**config.mk**
```make
export PLATFORM = sky130hd
export DESIGN_NAME = bit_pack_fifo
export DESIGN_NICKNAME = d
export VERILOG_FILES = /design/src/rtl/bpf_pkg.sv /design/src/rtl/bpf_unpack.sv /design/src/rtl/bpf_pack.sv /design/src/rtl/bpf_store.sv /design/src/rtl/bit_pack_fifo.sv
export SDC_FILE = /design/constraint.sdc
export NUM_CORES = 1
export LEC_CHECK = 0
export BUFFER_PORTS_ARGS = -buffer_cell sky130_fd_sc_hd__buf_2
export CORE_MARGIN = 5
export CORE_UTILIZATION = 25
export DETAILED_ROUTE_END_ITERATION = 10
export GPL_TIMING_DRIVEN = 0
export PLACE_DENSITY = 0.43
export SETUP_SLACK_MARGIN = 0.05
export SYNTH_ARGS = -nofsm -noshare
export SYNTH_HDL_FRONTEND = slang
export SYNTH_SLANG_ARGS = --single-unit
```
**constraint.sdc**
```tcl
create_clock -name clk -period 6.3 [get_ports clk]
set_input_delay 1.26 -clock clk [delete_from_list [all_inputs] [get_ports clk]]
set_output_delay 1.26 -clock clk [all_outputs]
set_load 0.005 [all_outputs]
```
**src/rtl/bpf_pkg.sv**
```systemverilog
package bpf_pkg;
  parameter int WORD_W = 37;
  parameter int DEPTH  = 2 * WORD_W;
  parameter int FLD_W  = $clog2(WORD_W + 1);
  parameter int OCC_W  = $clog2(DEPTH + 1);

  typedef struct packed {
    logic             lsb_first;
    logic [FLD_W-1:0] take;
  } in_op_t;

  typedef struct packed {
    logic             sext;
    logic [FLD_W-1:0] drop;
    logic [FLD_W-1:0] take;
  } out_op_t;

  function automatic logic [FLD_W-1:0] clamp_fld(input logic [FLD_W-1:0] v);
    return (int'(v) > WORD_W) ? FLD_W'(WORD_W) : v;
  endfunction

  function automatic logic [WORD_W-1:0] low_mask(input logic [FLD_W-1:0] n);
    logic [WORD_W-1:0] m;
    for (int i = 0; i < WORD_W; i++) m[i] = (i < int'(n));
    return m;
  endfunction
endpackage

```
**src/rtl/bpf_unpack.sv**
```systemverilog
module bpf_unpack
  import bpf_pkg::*;
(
  input  logic [WORD_W-1:0] word,
  input  in_op_t            op,
  output logic [WORD_W-1:0] bits
);
  logic [WORD_W-1:0] rev;

  for (genvar g = 0; g < WORD_W; g++) begin : g_rev
    assign rev[g] = word[WORD_W-1-g];
  end

  assign bits = (op.lsb_first ? word : rev) & low_mask(op.take);
endmodule

```
**src/rtl/bpf_pack.sv**
```systemverilog
module bpf_pack
  import bpf_pkg::*;
(
  input  logic [DEPTH-1:0]  store,
  input  out_op_t           op,
  output logic [WORD_W-1:0] word
);
  logic [DEPTH-1:0]  after_drop;
  logic [WORD_W-1:0] keep_mask;
  logic [WORD_W-1:0] field;
  logic [FLD_W-1:0]  top_idx;
  logic              sign_bit;

  always_comb begin
    after_drop = store >> op.drop;
    keep_mask  = low_mask(op.take);
    field      = after_drop[WORD_W-1:0] & keep_mask;
    top_idx    = op.take - FLD_W'(1);
    sign_bit   = (op.take != '0) && field[top_idx];
    word       = field | ((op.sext && sign_bit) ? ~keep_mask : '0);
  end
endmodule

```
**src/rtl/bpf_store.sv**
```systemverilog
module bpf_store
  import bpf_pkg::*;
(
  input  logic              clk,
  input  logic              rst,
  input  logic              enq,
  input  logic [WORD_W-1:0] enq_bits,
  input  logic [OCC_W-1:0]  enq_n,
  input  logic              deq,
  input  logic [OCC_W-1:0]  deq_n,
  output logic [DEPTH-1:0]  store,
  output logic [OCC_W-1:0]  count
);
  logic [DEPTH-1:0] shifted;
  logic [OCC_W-1:0] base;
  logic [DEPTH-1:0] placed;

  always_comb begin
    shifted = deq ? (store >> deq_n) : store;
    base    = deq ? (count - deq_n) : count;
    placed  = {{(DEPTH-WORD_W){1'b0}}, enq_bits} << base;
  end

  always_ff @(posedge clk) begin
    if (rst) begin
      store <= '0;
      count <= '0;
    end else begin
      store <= enq ? (shifted | placed) : shifted;
      count <= enq ? (base + enq_n) : base;
    end
  end

  assert_count_bound_R10: assert property (@(posedge clk) disable iff (rst)
    int'(count) <= DEPTH);

  assert_idle_count_R10: assert property (@(posedge clk) disable iff (rst)
    (!enq && !deq) |=> $stable(count) && $stable(store));
endmodule

```
**src/rtl/bit_pack_fifo.sv**
```systemverilog
module bit_pack_fifo
  import bpf_pkg::*;
(
  input  logic              clk,
  input  logic              rst,
  input  logic              wr_valid,
  output logic              wr_ready,
  input  logic [WORD_W-1:0] wr_data,
  input  logic              iop_valid,
  output logic              iop_ready,
  input  logic [FLD_W:0]    iop_data,
  input  logic              oop_valid,
  output logic              oop_ready,
  input  logic [2*FLD_W:0]  oop_data,
  output logic              rd_valid,
  input  logic              rd_ready,
  output logic [WORD_W-1:0] rd_data
);
  in_op_t           iop_q;
  out_op_t          oop_q;
  logic [DEPTH-1:0] store;
  logic [OCC_W-1:0] count;
  logic [WORD_W-1:0] enq_bits;
  logic [OCC_W-1:0] need;
  logic             wr_fire;
  logic             rd_fire;

  always_ff @(posedge clk) begin
    if (rst) begin
      iop_q <= '{lsb_first: 1'b1, take: FLD_W'(WORD_W)};
      oop_q <= '{sext: 1'b0, drop: '0, take: FLD_W'(WORD_W)};
    end else begin
      if (iop_valid)
        iop_q <= '{lsb_first: iop_data[FLD_W], take: clamp_fld(iop_data[FLD_W-1:0])};
      if (oop_valid)
        oop_q <= '{sext: oop_data[2*FLD_W], drop: clamp_fld(oop_data[2*FLD_W-1:FLD_W]),
                   take: clamp_fld(oop_data[FLD_W-1:0])};
    end
  end

  assign iop_ready = 1'b1;
  assign oop_ready = 1'b1;
  assign need      = OCC_W'(oop_q.drop) + OCC_W'(oop_q.take);
  assign wr_ready  = (OCC_W'(DEPTH) - count) >= OCC_W'(iop_q.take);
  assign rd_valid  = count >= need;
  assign wr_fire   = wr_valid && wr_ready;
  assign rd_fire   = rd_valid && rd_ready;

  bpf_unpack u_unpack (
    .word (wr_data),
    .op   (iop_q),
    .bits (enq_bits)
  );

  bpf_store u_store (
    .clk      (clk),
    .rst      (rst),
    .enq      (wr_fire),
    .enq_bits (enq_bits),
    .enq_n    (OCC_W'(iop_q.take)),
    .deq      (rd_fire),
    .deq_n    (need),
    .store    (store),
    .count    (count)
  );

  bpf_pack u_pack (
    .store (store),
    .op    (oop_q),
    .word  (rd_data)
  );

  assert_rd_hold_R11: assert property (@(posedge clk) disable iff (rst)
    (rd_valid && !rd_ready && !oop_valid) |=> rd_valid && $stable(rd_data));

  assert_wr_room_R2: assert property (@(posedge clk) disable iff (rst)
    wr_fire |=> int'(count) <= DEPTH);

  assert_sign_fill_R7: assert property (@(posedge clk) disable iff (rst)
    (rd_valid && oop_q.sext && oop_q.take != '0)
      |-> rd_data[WORD_W-1] == rd_data[oop_q.take - FLD_W'(1)]);

  assert_ops_ready_R9: assert property (@(posedge clk) disable iff (rst)
    iop_ready && oop_ready);
endmodule

```
==> out/results.tsv <==
metric	value	unit
dpl cells	3330	
Peak VDD IR	0.000286	V
Syn Std Cell Area	0.0183	mm²
GRT Total Usage	28.0	%
hold violation count in the final report	0	
Port Buffers	100	
vias post-DR	21637	
area taken by multi-input logic gates	0.0157	mm²
routing usage on met1	38.0	%
final WL	116000	µm
HPWL after DPL	92400	µm
Least-Margin Pin Slew	1.23	ns
initial core utilization	25.2	%
number of max-cap violations	0	
clock buffer depth	2	
CP startpoint kind	flop	
Final Slew Violations	0	
final setup fails	0	
flops & latches, synth	101	
slowest stage cell, crit path	mux4_2	
share of cells above drive strength 1	23.3	%
DRC	0	
Fin Hold WS	0.570	ns
clk sinks	101	
die area	0.0788	mm²
FMAX	0.162	GHz
post-synth cell types	91	
Routed wire per std cell	34.4	µm
arrival time worst endpoint	4.92	ns
final core occ	29.0	%
Post-CTS Hold Buffers	0	
crit path time final	6.18	ns
Worst setup EP type	output pin	
busiest metal layer after global routing	met2	
CP Max Fanout	10	
CP Class	reg2out	
Critical Path Max Stage Delay	0.51	ns
top cell type by total area after synthesis	mux4_2	
critical-path cell list	clkbuf_4 > buf_4 > buf_4 > buf_2 > a211oi_1 > a21oi_2 > mux2_2 > nor2_1 > o311ai_0 > o211ai_1 > mux4_2 > mux2_2 > o32ai_1 > a21oi_1 > clkbuf_4 > buf_6 > mux2i_1 > buf_2	
cell family with most CP delay	buffers and inverters	
Post-DRT Antenna Nets	0	
sequential area share after synthesis	11.0	%
Root Buffer	clkbuf_16	
Skew-Pair Late Insertion Delay	0.39	ns
Worst slew margin	18.3	%
Required @ worst endpoint	5.04	ns
initial antenna violation count	3	
ys flop type	dfxtp_1	
H-tree lvl count	3	
Core Rows	99	
Leakage Power	7.97	nW
fin cells	3364	
Area contributors post-synth	mux4_2 18%, mux2i_1 17%, dfxtp_1 11%, a21oi_1 6.0%, mux2_2 4.7%	
Syn Inst Count	2270	
total gr overflow	0	
initial DRC count	2822	
Pwr Density	441	mW/mm²
placer congestion estimate	1.01	
Die Y	281	µm
storage element area	0.00202	mm²
GRT met3 Usage	7.00	%
Final Skew	0.0206	ns
Inserted Clock Buffers	9	
fill count	7929	
post-synth top area share	17.8	%
EDFF count, synth	0	
final net count	2493	
largest net degree at the start of global routing	20	
crit path buf inv count	7	
I/O pin count	104	
Post-synth ARST share	0	%
Mean Syn Cell Area	8.07	µm²
Die W	281	µm
core footprint	0.0728	mm²
drt first pass iters	5	
RSZ-0062 raised after global routing	true	
Final Cycle Share	98.0	%
vias in the first global route	20838	
met2 usage	42.7	%
Clock transition at path regs	0.06	ns
vias per cell	6.43	
setup tns final	0	ns
CTS tree	built	
first-pass GRT wire length	161000	µm
Synth warnings	0	
P&R area growth vs syn	15.5	%
Ant. Diodes	0	
status	finished clean	
class of the worst hold path	reg2reg	
-- stage by stage --
| stage | area, µm² | total power [mW] | worst slack [ns] |
|---|---|---|---|
| after floorplan | 18300 | 5.15 | 0.0946 |
| after global placement | 20000 | 7.94 | -2.83 |
| after detailed placement | 20000 | 7.89 | -2.65 |
| after CTS | 20800 | 8.77 | 0.00101 |
| after global routing | 21200 | 9.56 | 0.00575 |
| final | 21200 | 9.32 | 0.125 |
-- kinds of logic (layout without fill, tap and decap cells) --
group | after synthesis | in the layout | synth area share (%)
muxes | 541 | 541 | 40.1
and+or+nand+nor | 629 | 629 | 15.1
other | 1 | 2 | 0.0205
xor gates and xnor gates | 22 | 22 | 1.05
adders and majority gates | 34 | 34 | 2.39
buffers and inverters | 259 | 393 | 5.96
AOI/OAI and AO/OA | 683 | 683 | 24.4
DFF | 101 | 101 | 11.0
-- worst paths after layout --
path	startpoint	end	slack (ns)	cells past startpoint
worst max-delay path	oop_q[7]$_SDFFE_PP0P_	rd_data[10]	0.12	18
worst min-delay path	oop_q[12]$_SDFFE_PP0P_	oop_q[12]$_SDFFE_PP0P_	0.57	2
worst max register to register	oop_q[0]$_SDFFE_PP1P_	u_store.store[27]$_SDFF_PP0_	0.18	25
worst min register to register	oop_q[12]$_SDFFE_PP0P_	oop_q[12]$_SDFFE_PP0P_	0.57	2
-- timing repair --
action / CTS / global route
pin swaps: 5 / 9
setup endpoints to repair: 118 / 114
gates resized for setup: 110 / 83
setup buffers: 7 / 18
-- per-layer routing --
layer  up-vias  share of wire, %
met5         -             0.023
li1       9002                 -
met1     10870                41
met3       310                10
met4         4               5.7
met2      1451                43
-- cell usage after synthesis, drive strengths merged (58+ instances only) --
master and instances:
nor2 230, a21oi 223, dfxtp 101, nand2 219
mux2 81, buf 80, clkbuf 128, o21ai 113
mux2i 315, mux4 145, a211oi 58, o22ai 61
-- placed cells by master (no fill, tap or decap), drive strengths merged, types with 10 or more instances in the layout --
master | Yosys | routed
mux2i | 315 | 315
nor2 | 230 | 230
a21oi | 223 | 223
nand2 | 219 | 219
buf | 80 | 196
mux4 | 145 | 145
clkbuf | 128 | 141
o21ai | 113 | 113
dfxtp | 101 | 101
mux2 | 81 | 81
o22ai | 61 | 61
a211oi | 58 | 58
inv | 45 | 47
nor3 | 45 | 45
a221oi | 30 | 30
nand3 | 27 | 27
ha | 27 | 27
nor2b | 25 | 25
o211ai | 23 | 23
and2 | 21 | 21
a21o | 20 | 20
o22a | 16 | 16
xnor2 | 15 | 15
a31oi | 14 | 14
a22oi | 14 | 14
or2 | 14 | 14
nand2b | 12 | 12
or3 | 10 | 10
-- layout make-up --
type / count / area share [%]
buffer: 201 / 4.59
timing repair buffer: 125 / 3.37
sequential: 101 / 9.57
inverter: 51 / 0.999
tap: 959 / 5.67
clock buffer: 11 / 1.19
clock inverter: 5 / 0.183
multi-input combinational: 1911 / 74.4
-- where the power goes --
part	switching [mW]	total (mW)	internal, mW	leakage (nW)
clock network	0.293	0.588	0.295	0.148
registers	0.768	1.58	0.811	0.827
logic	4.58	7.16	2.58	6.99
-- registers in the layout, indices dropped and copies added (netlist names) --
signal         count
iop_q              7
oop_q             13
u_store.count      7
u_store.store     74
-- tightest hold or removal path: cells and delay by family, from the launching register on --
family | cells | cell delay [ns]
flops | 1 | 0.34
mux | 1 | 0.13
simple gates | 1 | 0.05
Power figures use the tool's default switching activity.
